==> src/rtl/smul_pkg.sv <==
package smul_pkg;
  typedef enum logic {
    MODE_WIDE = 1'b0,
    MODE_DUAL = 1'b1
  } smul_mode_e;
endpackage

==> src/rtl/smul_ks_adder.sv <==
module smul_ks_adder #(
  parameter int W = 24
) (
  input  logic [W-1:0] x_i,
  input  logic [W-1:0] y_i,
  output logic [W-1:0] s_o
);
  localparam int L = $clog2(W);

  logic [W-1:0] g [0:L];
  logic [W-1:0] p [0:L];

  assign g[0] = x_i & y_i;
  assign p[0] = x_i ^ y_i;

  for (genvar l = 0; l < L; l++) begin : g_lvl
    localparam int D = 1 << l;
    for (genvar i = 0; i < W; i++) begin : g_bit
      if (i >= D) begin : g_op
        assign g[l+1][i] = g[l][i] | (p[l][i] & g[l][i-D]);
        assign p[l+1][i] = p[l][i] & p[l][i-D];
      end else begin : g_pass
        assign g[l+1][i] = g[l][i];
        assign p[l+1][i] = p[l][i];
      end
    end
  end

  // carry into bit i is the group generate of bits i-1..0
  assign s_o = p[0] ^ {g[L][W-2:0], 1'b0};
endmodule

==> src/rtl/smul_booth_row.sv <==
module smul_booth_row #(
  parameter int MW = 17,
  parameter int PW = 24
) (
  input  logic [MW-1:0] mcx_i,
  input  logic [2:0]    grp_i,
  output logic [PW-1:0] row_o,
  output logic          neg_o
);
  logic          one, two, neg;
  logic [PW-1:0] mx1, sel;

  assign mx1 = {{(PW-MW){mcx_i[MW-1]}}, mcx_i};
  assign one = grp_i[0] ^ grp_i[1];
  assign two = (grp_i == 3'b011) | (grp_i == 3'b100);
  assign neg = grp_i[2] & ~(grp_i[1] & grp_i[0]);

  always_comb begin
    if (one)      sel = mx1;
    else if (two) sel = mx1 << 1;
    else          sel = '0;
  end

  // negate as invert here; the +1 travels on neg_o into the tree
  assign row_o = neg ? ~sel : sel;
  assign neg_o = neg;
endmodule

==> src/rtl/smul_c42.sv <==
module smul_c42 #(
  parameter int W = 24
) (
  input  logic [W-1:0] a_i,
  input  logic [W-1:0] b_i,
  input  logic [W-1:0] c_i,
  input  logic [W-1:0] d_i,
  output logic [W-1:0] s_o,
  output logic [W-1:0] c_o
);
  logic [W-1:0] s1, k1;

  assign s1  = a_i ^ b_i ^ c_i;
  assign k1  = {((a_i[W-2:0] & b_i[W-2:0]) | (a_i[W-2:0] & c_i[W-2:0]) |
                 (b_i[W-2:0] & c_i[W-2:0])), 1'b0};
  assign s_o = s1 ^ k1 ^ d_i;
  assign c_o = {((s1[W-2:0] & k1[W-2:0]) | (s1[W-2:0] & d_i[W-2:0]) |
                 (k1[W-2:0] & d_i[W-2:0])), 1'b0};
endmodule

==> src/rtl/smul_sub_mul.sv <==
module smul_sub_mul #(
  parameter int AW = 16,
  parameter int BW = 8
) (
  input  logic [AW-1:0]    mc_i,
  input  logic             mc_sgn_i,
  input  logic [BW-1:0]    mr_i,
  input  logic             mr_sgn_i,
  output logic [AW+BW-1:0] p_o
);
  localparam int MW   = AW + 1;
  localparam int PW   = AW + BW;
  localparam int ND   = BW / 2 + 1;
  localparam int NR   = ND + 1;
  localparam int NRP  = NR + (NR % 2);
  localparam int NC   = NRP / 2 - 1;
  localparam int XW   = 2 * ND + 1;

  logic [MW-1:0] mcx;
  logic [XW-1:0] mrx;
  logic [PW-1:0] rows [0:NRP-1];
  logic [PW-1:0] corr;
  logic [ND-1:0] negs;

  assign mcx = {mc_sgn_i & mc_i[AW-1], mc_i};
  // extension by sign or zero, plus the implicit zero below bit 0
  assign mrx = {{(XW-BW-1){mr_sgn_i & mr_i[BW-1]}}, mr_i, 1'b0};

  for (genvar k = 0; k < ND; k++) begin : g_pp
    logic [PW-1:0] raw;
    smul_booth_row #(.MW(MW), .PW(PW)) u_row (
      .mcx_i(mcx),
      .grp_i(mrx[2*k+2 -: 3]),
      .row_o(raw),
      .neg_o(negs[k])
    );
    assign rows[k] = raw << (2 * k);
  end

  always_comb begin
    corr = '0;
    for (int k = 0; k < ND; k++) corr[2*k] = negs[k];
  end
  assign rows[ND] = corr;

  if (NRP > NR) begin : g_pad
    assign rows[NR] = '0;
  end

  for (genvar k = 0; k < NC; k++) begin : g_tree
    logic [PW-1:0] s, c;
    if (k == 0) begin : g_first
      smul_c42 #(.W(PW)) u_c42 (
        .a_i(rows[0]), .b_i(rows[1]), .c_i(rows[2]), .d_i(rows[3]),
        .s_o(s), .c_o(c)
      );
    end else begin : g_next
      smul_c42 #(.W(PW)) u_c42 (
        .a_i(g_tree[k-1].s), .b_i(g_tree[k-1].c),
        .c_i(rows[2*k+2]), .d_i(rows[2*k+3]),
        .s_o(s), .c_o(c)
      );
    end
  end

  smul_ks_adder #(.W(PW)) u_cpa (
    .x_i(g_tree[NC-1].s),
    .y_i(g_tree[NC-1].c),
    .s_o(p_o)
  );
endmodule

==> src/rtl/simd_booth_mul.sv <==
module simd_booth_mul
  import smul_pkg::*;
#(
  parameter int LANE_W = 8
) (
  input  logic [2*LANE_W-1:0] a_i,
  input  logic [2*LANE_W-1:0] b_i,
  input  logic                dual_i,
  input  logic                sgn_i,
  output logic [4*LANE_W-1:0] prod_o
);
  localparam int W  = 2 * LANE_W;
  localparam int PW = W + LANE_W;
  localparam int RW = 2 * W;

  smul_mode_e    mode;
  logic [W-1:0]  mc0, mc1;
  logic [LANE_W-1:0] mr0, mr1;
  logic          mc0_s, mc1_s, mr0_s, mr1_s;
  logic [PW-1:0] p0, p1;
  logic [RW-1:0] e0, e1, wide;

  assign mode = smul_mode_e'(dual_i);

  always_comb begin
    mr0   = b_i[LANE_W-1:0];
    mr1   = b_i[W-1:LANE_W];
    mr1_s = sgn_i;
    mc0_s = sgn_i;
    mc1_s = sgn_i;
    if (mode == MODE_DUAL) begin
      mc0   = {{LANE_W{sgn_i & a_i[LANE_W-1]}}, a_i[LANE_W-1:0]};
      mc1   = {{LANE_W{sgn_i & a_i[W-1]}}, a_i[W-1:LANE_W]};
      mr0_s = sgn_i;
    end else begin
      mc0   = a_i;
      mc1   = a_i;
      mr0_s = 1'b0;  // low byte of B carries no sign in wide mode
    end
  end

  smul_sub_mul #(.AW(W), .BW(LANE_W)) u_sub0 (
    .mc_i(mc0), .mc_sgn_i(mc0_s), .mr_i(mr0), .mr_sgn_i(mr0_s), .p_o(p0)
  );
  smul_sub_mul #(.AW(W), .BW(LANE_W)) u_sub1 (
    .mc_i(mc1), .mc_sgn_i(mc1_s), .mr_i(mr1), .mr_sgn_i(mr1_s), .p_o(p1)
  );

  // sign preprocessing: low partial is signed only when A is signed
  assign e0 = {{(RW-PW){mc0_s & p0[PW-1]}}, p0};
  assign e1 = {p1, {LANE_W{1'b0}}};

  smul_ks_adder #(.W(RW)) u_join (
    .x_i(e1), .y_i(e0), .s_o(wide)
  );

  assign prod_o = (mode == MODE_DUAL) ? {p1[W-1:0], p0[W-1:0]} : wide;
endmodule

==> config.mk <==
export PLATFORM = sky130hd
export DESIGN_NAME = simd_booth_mul
export DESIGN_NICKNAME = d
export VERILOG_FILES = /design/src/rtl/smul_pkg.sv /design/src/rtl/smul_ks_adder.sv /design/src/rtl/smul_booth_row.sv /design/src/rtl/smul_c42.sv /design/src/rtl/smul_sub_mul.sv /design/src/rtl/simd_booth_mul.sv
export SDC_FILE = /design/constraint.sdc
export NUM_CORES = 1
export LEC_CHECK = 0
export CELL_PAD_IN_SITES_DETAIL_PLACEMENT = 1
export CELL_PAD_IN_SITES_GLOBAL_PLACEMENT = 2
export CORE_AREA = 4 4 125 247
export DETAILED_ROUTE_END_ITERATION = 10
export DIE_AREA = 0 0 129 251
export DONT_BUFFER_PORTS = 1
export GPL_TIMING_DRIVEN = 1
export PLACE_DENSITY_LB_ADDON = 0.08
export SYNTH_ARGS = -nofsm -noshare
export SYNTH_HDL_FRONTEND = slang
export SYNTH_SLANG_ARGS = --single-unit
==> constraint.sdc <==
create_clock -name vclk -period 9.8
set_input_delay 0.98 -clock vclk [all_inputs]
set_output_delay 0.98 -clock vclk [all_outputs]
set_load 0.005 [all_outputs]
; ---- Yosys cells after proc, flatten, opt, wreduce, memory -nomap -nowiden
; Index checks and enable logic that the tools add are counted.
[op_classes]
n_reduce_logical = 0
n_lt_le_gt_ge = 0
addsub = 0
n_eq_ne = 18
multipliers = 0
shift = 0
n_mux = 34
n_bitwise = 924
n_div = 0
[op_table]
columns = operator, n
row1 = $and 1x1->1, 533
row2 = $and 23x23->23, 22
row3 = $xor 24x24->24, 18
row4 = $or 23x23->23, 16
row5 = $or 1x1->1, 300
row6 = $mux 24, 6
row7 = $mux 22, 6
row8 = $mux 16, 8
row9 = $mux 20, 6
row10 = $mux 18, 6
row11 = $and 23x9->23, 4
row12 = $xor 32x32->32, 2
row13 = $not 24->24, 2
row14 = $xor 24x9->24, 2
row15 = $not 22->22, 2
row16 = $not 20->20, 2
row17 = $not 18->18, 2
row18 = $mux 32, 1
row19 = $not 16->16, 2
row20 = $and 31x31->31, 1
row21 = $eq 3x2->1 const B, 8
row22 = $eq 3x3->1 const B, 8
row23 = $not 1->1, 8
row24 = $xor 1x1->1, 8
row25 = 2 further kinds, 3
[word_totals]
latchBits = 0
out_inout_bits = 32
mem_count = 0
ram_bits = 0
register_bits = 0
inputBits = 34
wordCells = 976
rom_bits = 0

; ---- Longest topological paths before layout
; Gate-level depths: netlist of the first run.
[depth]
ltp_word = 43
depth_mapped = 37
ltp_nobuf = 34

; ---- Modules after synthesis
; A second synthesis of the first run with hierarchy kept.
[hier_totals]
hier_cells = 2207
area_unflattened_um2 = 19013.2
[by_module_without_submodules]
columns = module, area_each_um2, cells_each, seq_area_each_um2, n_inst
row1 = smul_booth_row at u_sub0.g_pp[1].u_row ..., 1016.0, 135, 0.0, 9
row2 = smul_c42, 964.7, 51, 0.0, 4
row3 = smul_ks_adder at u_join, 1632.8, 221, 0.0, 1
row4 = smul_ks_adder at u_sub1.u_cpa, 1278.7, 174, 0.0, 1
row5 = smul_ks_adder at u_sub0.u_cpa, 1152.4, 159, 0.0, 1
row6 = smul_booth_row at u_sub0.g_pp[0].u_row, 1064.8, 152, 0.0, 1
row7 = simd_booth_mul, 849.6, 76, 0.0, 1
row8 = smul_sub_mul, 16.3, 3, 0.0, 2

; ---- Worst setup path before layout of the first run
; Ideal clock, no wire load.
[synth_timing]
path_kind = input port to output port
startpoint = input b_i[9]
endpoint = output prod_o[28]
path_slack_ns = 0.598
t_arrival_ns = 8.222
required_ns = 8.820
path_stages = 35
cell_sequence = clkbuf_1 inv_1 clkbuf_1 ha_1 clkbuf_1 nor2_1 clkbuf_1 a22oi_1 xnor2_1 fa_1 inv_1 fa_1 inv_1 ha_1 inv_1 fa_1 inv_1 ha_1 a211oi_1 a211oi_2 a21oi_1 o21bai_1 a21oi_1 xnor2_1 ha_1 or3_1 or3_1 o2111ai_1 a21boi_1 o21ai_1 o211ai_2 a211oi_1 nor2_1 xnor2_1 mux2_2
[synth_between]
elab_chain_cells = 38
elab_cells_between_ends = 300
[synth_lines]
columns = element, line_no
row1 = from (decl), simd_booth_mul.sv:7  ; input logic [2*LANE_W-1:0] b_i,
row2 = $eq 3x2->1 / $eq 3x3->1 (equally long branches), smul_booth_row.sv:15  ; assign two = (grp_i == 3'b011) | (grp_i == 3'b100);
row3 = $or 1x1->1, smul_booth_row.sv:15
row4 = $mux 22, smul_booth_row.sv:20  ; else if (two) sel = mx1 << 1;
row5 = $mux 22, smul_booth_row.sv:19  ; if (one) sel = mx1;
row6 = $not 22->22, smul_booth_row.sv:25  ; assign row_o = neg ? ~sel : sel;
row7 = $mux 22, smul_booth_row.sv:25
row8 = $and 23x23->23, smul_c42.sv:14  ; assign k1 = {((a_i[W-2:0] & b_i[W-2:0]) | (a_i[W-2:0] & c_i[W-2:0]) |
row9 = $or 23x23->23 (2 in series), smul_c42.sv:14
row10 = (+18 left out), --
row11 = $xor 24x24->24 *, smul_ks_adder.sv:30  ; assign s_o = p[0] ^ {g[L][W-2:0], 1'b0};
row12 = $xor 32x32->32, smul_ks_adder.sv:14  ; assign p[0] = x_i ^ y_i;
row13 = $and 1x1->1, smul_ks_adder.sv:20  ; assign g[l+1][i] = g[l][i] | (p[l][i] & g[l][i-D]);
row14 = $or 1x1->1, smul_ks_adder.sv:20
row15 = $and 1x1->1, smul_ks_adder.sv:20
row16 = $or 1x1->1 (4 in series), smul_ks_adder.sv:20
row17 = $xor 32x32->32, smul_ks_adder.sv:30
row18 = $mux 32 *, simd_booth_mul.sv:57  ; assign prod_o = (mode == MODE_DUAL) ? {p1[W-1:0], p0[W-1:0]} : wide;
row19 = to (decl), simd_booth_mul.sv:10  ; output logic [4*LANE_W-1:0] prod_o
; Every way passes the cells marked *; elsewhere a longest branch is shown, timed or not.

; ---- Final worst setup path of the first run
[layout_timing]
startpoint = input b_i[3]
endpoint = output prod_o[28]
[layout_between]
elab_chain_cells = 40
elab_cells_between_ends = 358
[layout_lines]
columns = element, line_no
row1 = $eq 3x2->1 / $eq 3x3->1 (equally long branches), smul_booth_row.sv:15
row2 = $or 1x1->1, smul_booth_row.sv:15
row3 = $mux 22, smul_booth_row.sv:20
row4 = $mux 22, smul_booth_row.sv:19
row5 = $not 22->22, smul_booth_row.sv:25
row6 = $mux 22, smul_booth_row.sv:25
row7 = $and 23x23->23, smul_c42.sv:14
row8 = $or 23x23->23 (2 in series), smul_c42.sv:14
row9 = (+20 left out), --
row10 = $and 1x1->1, simd_booth_mul.sv:50  ; assign e0 = {{(RW-PW){mc0_s & p0[PW-1]}}, p0};
row11 = $xor 32x32->32 / $and 31x31->31 (equally long branches), "smul_ks_adder.sv:14, smul_ks_adder.sv:13"
row12 = $and 1x1->1, smul_ks_adder.sv:20
row13 = $or 1x1->1, smul_ks_adder.sv:20
row14 = $and 1x1->1, smul_ks_adder.sv:20
row15 = $or 1x1->1 (4 in series), smul_ks_adder.sv:20
row16 = $xor 32x32->32 *, smul_ks_adder.sv:30
row17 = $mux 32 *, simd_booth_mul.sv:57
; Marks and branches as above.

==> flow_summary.ini, run 1 <==
[timing]
period_share = 0.946
drv_slew = 0
layout_min_cycle_time_ns = 9.27
tightest_slew_ns = 1.01
hold_viol = 0
relSlewSlack = 0.326
fmax_mhz = 108
setup_viol = 0
fin_hold_ws_ns = 2.03
rsz0062_at_grt = false
fin_tns_setup_ns = 0

[worst_setup_path]
critPathArrivalTime_ns = 8.29
max_stage_delay_ns = 0.71
slowest_stage = nor2b_1
cp.required_ns = 8.82
crit_path_start_kind = input port
path_class = input port to output port
critPathCaptureType = output port
worst-path-max-fanout = 24

[hold_path]
worstHoldEndpoint = prod_o[0]
hold_depth = 1
min_from = b_i[1]
min_path_type = input port to output port

[synth]
synth_xor_area_frac = 0.119
syn_inst = 1563
synthAdderAreaFrac = 0.321
synth_compound_area_frac = 0.298
synth_top_family_by_area = adder cells
yosysWarnings = 0
synth-simple-area-share = 0.148
yosysSeqAreaShare = 0
synth_cell_type_count = 87
synthMuxAreaShare = 0.0353
syn_area_mm2 = 0.0115
avgSynthCellArea_um2 = 7.35

[placed_design]
placed_area_mm2 = 0.0120
dp_hpwl_mm = 37.7
routabilityCongestion = 0.897
port_buffers = 0

[floorplan]
dieArea_mm2 = 0.0324
core-area_mm2 = 0.0288
fp.dieW_um = 129
io_pins = 66
fp.dieH_um = 251
rows = 88
start_util = 0.398

[cells_and_area]
num-nets-final = 1791
fin_area_mm2 = 0.0121
clockBufferCount = 0
antennaDiodeCount = 0
area_delta_synth_final_pct = 5.01
drive_gt1_frac = 0.0801
regArea_um2 = 0
seq_cells = 0

[global_routing]
grt.overflow.total = 0
antenna_found_initial = 0
grt_max_degree = 58
grt_pass1_wl_mm = 68.8
grt_pass1_vias = 12500
grt_use_total = 0.268

[run_status]
outcome = finished, final reports clean

[detailed_routing]
dr.first_iter.drc_count = 510
ant_nets = 0
routed_wl_mm = 44.4
drc = 0
vias = 11700
drtPass1Iterations = 4
via_per_inst = 6.21
wl_per_cell_um = 23.6

[job]
drv_cap = 0
## layer usage
metal  track usage  share of wire  vias up
met5             0              0        -
met4         0.139          0.064        0
met3        0.0125          0.019      118
met2         0.549           0.59      238
met1         0.257           0.33     5909
li1              -              -     5431
## how the worst max path moves through the flow
| stage | endpoint | cells after the start | slack, ns | from |
|---|---|---|---|---|
| CTS | prod_o[28] | 30 | 0.32 | b_i[1] |
| detailed placement | prod_o[28] | 30 | 0.35 | b_i[1] |
| finish | prod_o[28] | 28 | 0.53 | b_i[3] |
| global route | prod_o[28] | 28 | 0.01 | b_i[3] |
| floorplan | prod_o[28] | 35 | 0.60 | b_i[9] |
| global placement | prod_o[28] | 28 | 0.48 | b_i[3] |
## synth_stat cells (all sizes together), types with 12 or more instances
library cell / n / area share
ha: 131 / 0.14
clkbuf: 85 / 0.028
nand2b: 14 / 0.0076
o22ai: 16 / 0.0093
buf: 22 / 0.0079
fa: 100 / 0.17
mux2: 12 / 0.012
a22oi: 43 / 0.028
a221oi: 23 / 0.018
a311oi: 13 / 0.012
nor2b: 18 / 0.0098
a211oi: 43 / 0.030
nor2: 128 / 0.042
xor2: 33 / 0.027
mux2i: 27 / 0.024
a21oi: 127 / 0.056
a32o: 18 / 0.016
o21a: 14 / 0.0091
xnor2: 117 / 0.090
nand2: 148 / 0.049
inv: 129 / 0.042
o21ai: 144 / 0.063
nand3: 13 / 0.0057
nor3: 18 / 0.0083
a21o: 19 / 0.012
## timing repair
action,in CTS,in global routing
endpoints found under the setup margin,0,6
hold buffers,0,0
setup buffers,0,1
gates resized for setup,0,9
## stage by stage
step / worst slack (ns) / utilization / cells
after floorplan: 0.598 / - / 1564
after global placement: 0.483 / 0.417 / 1883
after detailed placement: 0.346 / 0.417 / 1883
after CTS: 0.320 / 0.417 / 1883
after global routing: 0.0129 / 0.418 / 1884
final: 0.531 / 0.418 / 1884
## critical path, delay by kind of cell
| kind | cells | cell delay [ns] |
|---|---|---|
| compound gates | 11 | 2.05 |
| xor+xnor | 2 | 0.22 |
| fa+ha+maj | 7 | 2.75 |
| buf+inv | 1 | 0.15 |
| mux | 2 | 0.44 |
| simple gates | 5 | 1.68 |
## layout by cell type (no fill, tap or decap), drive strengths merged, types with 3 or more instances in the layout
master and count:
o21a 14, a221oi 23, maj3 5, buf 67, inv 129, mux2i 27, a31oi 10, or3 7
a21oi 127, xor2 33, o21ai 144, o221ai 3, and2 10, mux2 12, nor2 128, a2111oi 4
ha 131, fa 100, nand3 13, o211ai 3, o22ai 16, o2111ai 3, o21bai 7, a32o 18
nand4 3, nand3b 5, and3 8, a21o 19, nand2b 14, a31o 3, nor2b 18, o31ai 6
xnor2 117, a22oi 43, nand2 148, a311oi 13, a211oi 43, nor3 18
## cells by family (layout without fill, tap and decap cells)
kind of cell | Yosys count | in the layout
compound gates | 517 | 517
xor+xnor | 151 | 151
fa+ha+maj | 236 | 236
buf+inv | 238 | 198
mux | 39 | 39
other cells | 1 | 2
simple gates | 381 | 381
## cell type report
class / count / area (um^2)
Tap cell: 360 / 450
Fill cell: 3642 / 16800
Inverter: 131 / 492
Timing Repair Buffer: 67 / 503
Multi-Input combinational cell: 1326 / 10600
Power of run 1 is not shown: default switching activity piles up to over one toggle a cycle in this logic, so the estimate is an artifact.
==> run 2: changes to the inputs <==
==> constraint.sdc (replaced) <==
create_clock -name vclk -period 9.8
set_input_delay 0 -clock vclk [all_inputs]
set_output_delay 0 -clock vclk [all_outputs]
set_load 0.005 [all_outputs]
==> run 2 against run 1 <==
Critical path depth is 4 higher. Cell count is 2.6% lower. Largest cell class unchanged. Count of clock-buffer cells in the layout stayed put. Global-route usage is 0.41 points lower.
==> flow_summary.ini, run 2 (synthesis gave the netlist of run 1 again) <==
[detailed_routing]
ant_nets = 0
wl_per_cell_um = 23.9
drc = 0
drtPass1Iterations = 5
via_per_inst = 6.25
vias = 11500
routed_wl_mm = 43.9
dr.first_iter.drc_count = 618

[global_routing]
grt.overflow.total = 0
grt_max_degree = 58
grt_pass1_wl_mm = 68.2
top_usage_layer = met2
grtUsageMet1 = 0.258
grt_pass1_vias = 12000
gr-usage-met3 = 0.0134
grt_use_total = 0.264
antenna_found_initial = 0
grt.met2_usage = 0.553

[worst_setup_path]
crit_path_start_kind = input port
worst-path-max-fanout = 27
slowest_stage = nor2_1
cp.required_ns = 9.80
endpoint = prod_o[31]
critPathArrivalTime_ns = 7.94
path_class = input port to output port
max_stage_delay_ns = 0.83
critPathCaptureType = output port
critPathLaunch = b_i[3]

[timing]
tightest_slew_ns = 1.16
layout_min_cycle_time_ns = 7.94
period_share = 0.810
rsz0062_at_grt = false
fin_tns_setup_ns = 0
drv_slew = 0
worst_slack_ns = 1.86
setup_viol = 0
hold_viol = 0
fmax_mhz = 126
relSlewSlack = 0.222

[floorplan]
rows = 88
fp.dieH_um = 251
io_pins = 66
core-area_mm2 = 0.0288
dieArea_mm2 = 0.0324
fp.dieW_um = 129
start_util = 0.398

[cells_and_area]
multi_input_area_mm2 = 0.0106
num-nets-final = 1741
layout_common_cells = nand2_1 (147), o21ai_0 (135), ha_1 (131)
layout_commonest_cell = nand2_1
area_delta_synth_final_pct = 1.53
nFillCells = 3692
seq_cells = 0
clockBufferCount = 0
drive_gt1_frac = 0.0441
regArea_um2 = 0

[run_status]
outcome = finished, final reports clean

[placed_design]
dp_hpwl_mm = 36.5
routabilityCongestion = 0.892
port_buffers = 0
pre_cts_ws_ns = 1.90

[clock_tree]
cts_hold_buf = 0
cts.repair.resized = 0
cts_setup_buffers = 0

[job]
drv_cap = 0

[hold_path]
min_path_type = input port to output port
run 2: changes by cell type in the layout (fill, tap and decap cells not counted), sizes merged:
cell / change
buf: -50
diode: +1
run 2: stage by stage:
step,utilization,cells,cell area (um^2),hold slack [ns]
final,0.405,1835,11700,0.0665
after global routing,0.404,1834,11700,0.0743
after CTS,0.404,1834,11700,0.0680
after detailed placement,0.404,1834,11700,0.0681
after global placement,0.404,1834,11700,0.0690
after floorplan,-,1564,11500,0.187
run 2: layer usage:
layer / up-vias / wire (um)
met3: 86 / 928
met2: 226 / 26100
met1: 5818 / 14800
li1: 5332 / -
met4: 0 / 2110
met5: - / 0
run 2: worst min path at each step:
| stage | from | to | slack, ns | depth (start not counted) |
|---|---|---|---|---|
| after detailed placement | b_i[1] | prod_o[0] | 0.07 | 1 |
| after global routing | b_i[1] | prod_o[0] | 0.07 | 1 |
| after global placement | b_i[1] | prod_o[0] | 0.07 | 1 |
| final | b_i[1] | prod_o[0] | 0.07 | 1 |
| after floorplan | b_i[1] | prod_o[0] | 0.19 | 2 |
| after CTS | b_i[1] | prod_o[0] | 0.07 | 1 |
run 2: layout make-up:
cell class / count / share of cell area
diodes: 1 / 0.000214
inverters: 131 / 0.0421
repair buffers: 17 / 0.0109
well taps: 360 / 0.0386
multi-input cells: 1326 / 0.908
run 2: worst max-delay path, delay by kind of cell:
| kind | cells | cell delay, ns |
|---|---|---|
| AND/OR/NAND/NOR | 4 | 1.46 |
| XOR/XNOR | 3 | 0.53 |
| adder cells (fa/ha/maj) | 7 | 2.80 |
| buffers and inverters | 5 | 0.48 |
| AO/OA/AOI/OAI | 13 | 2.63 |
Power of run 2 is left out for the same reason.
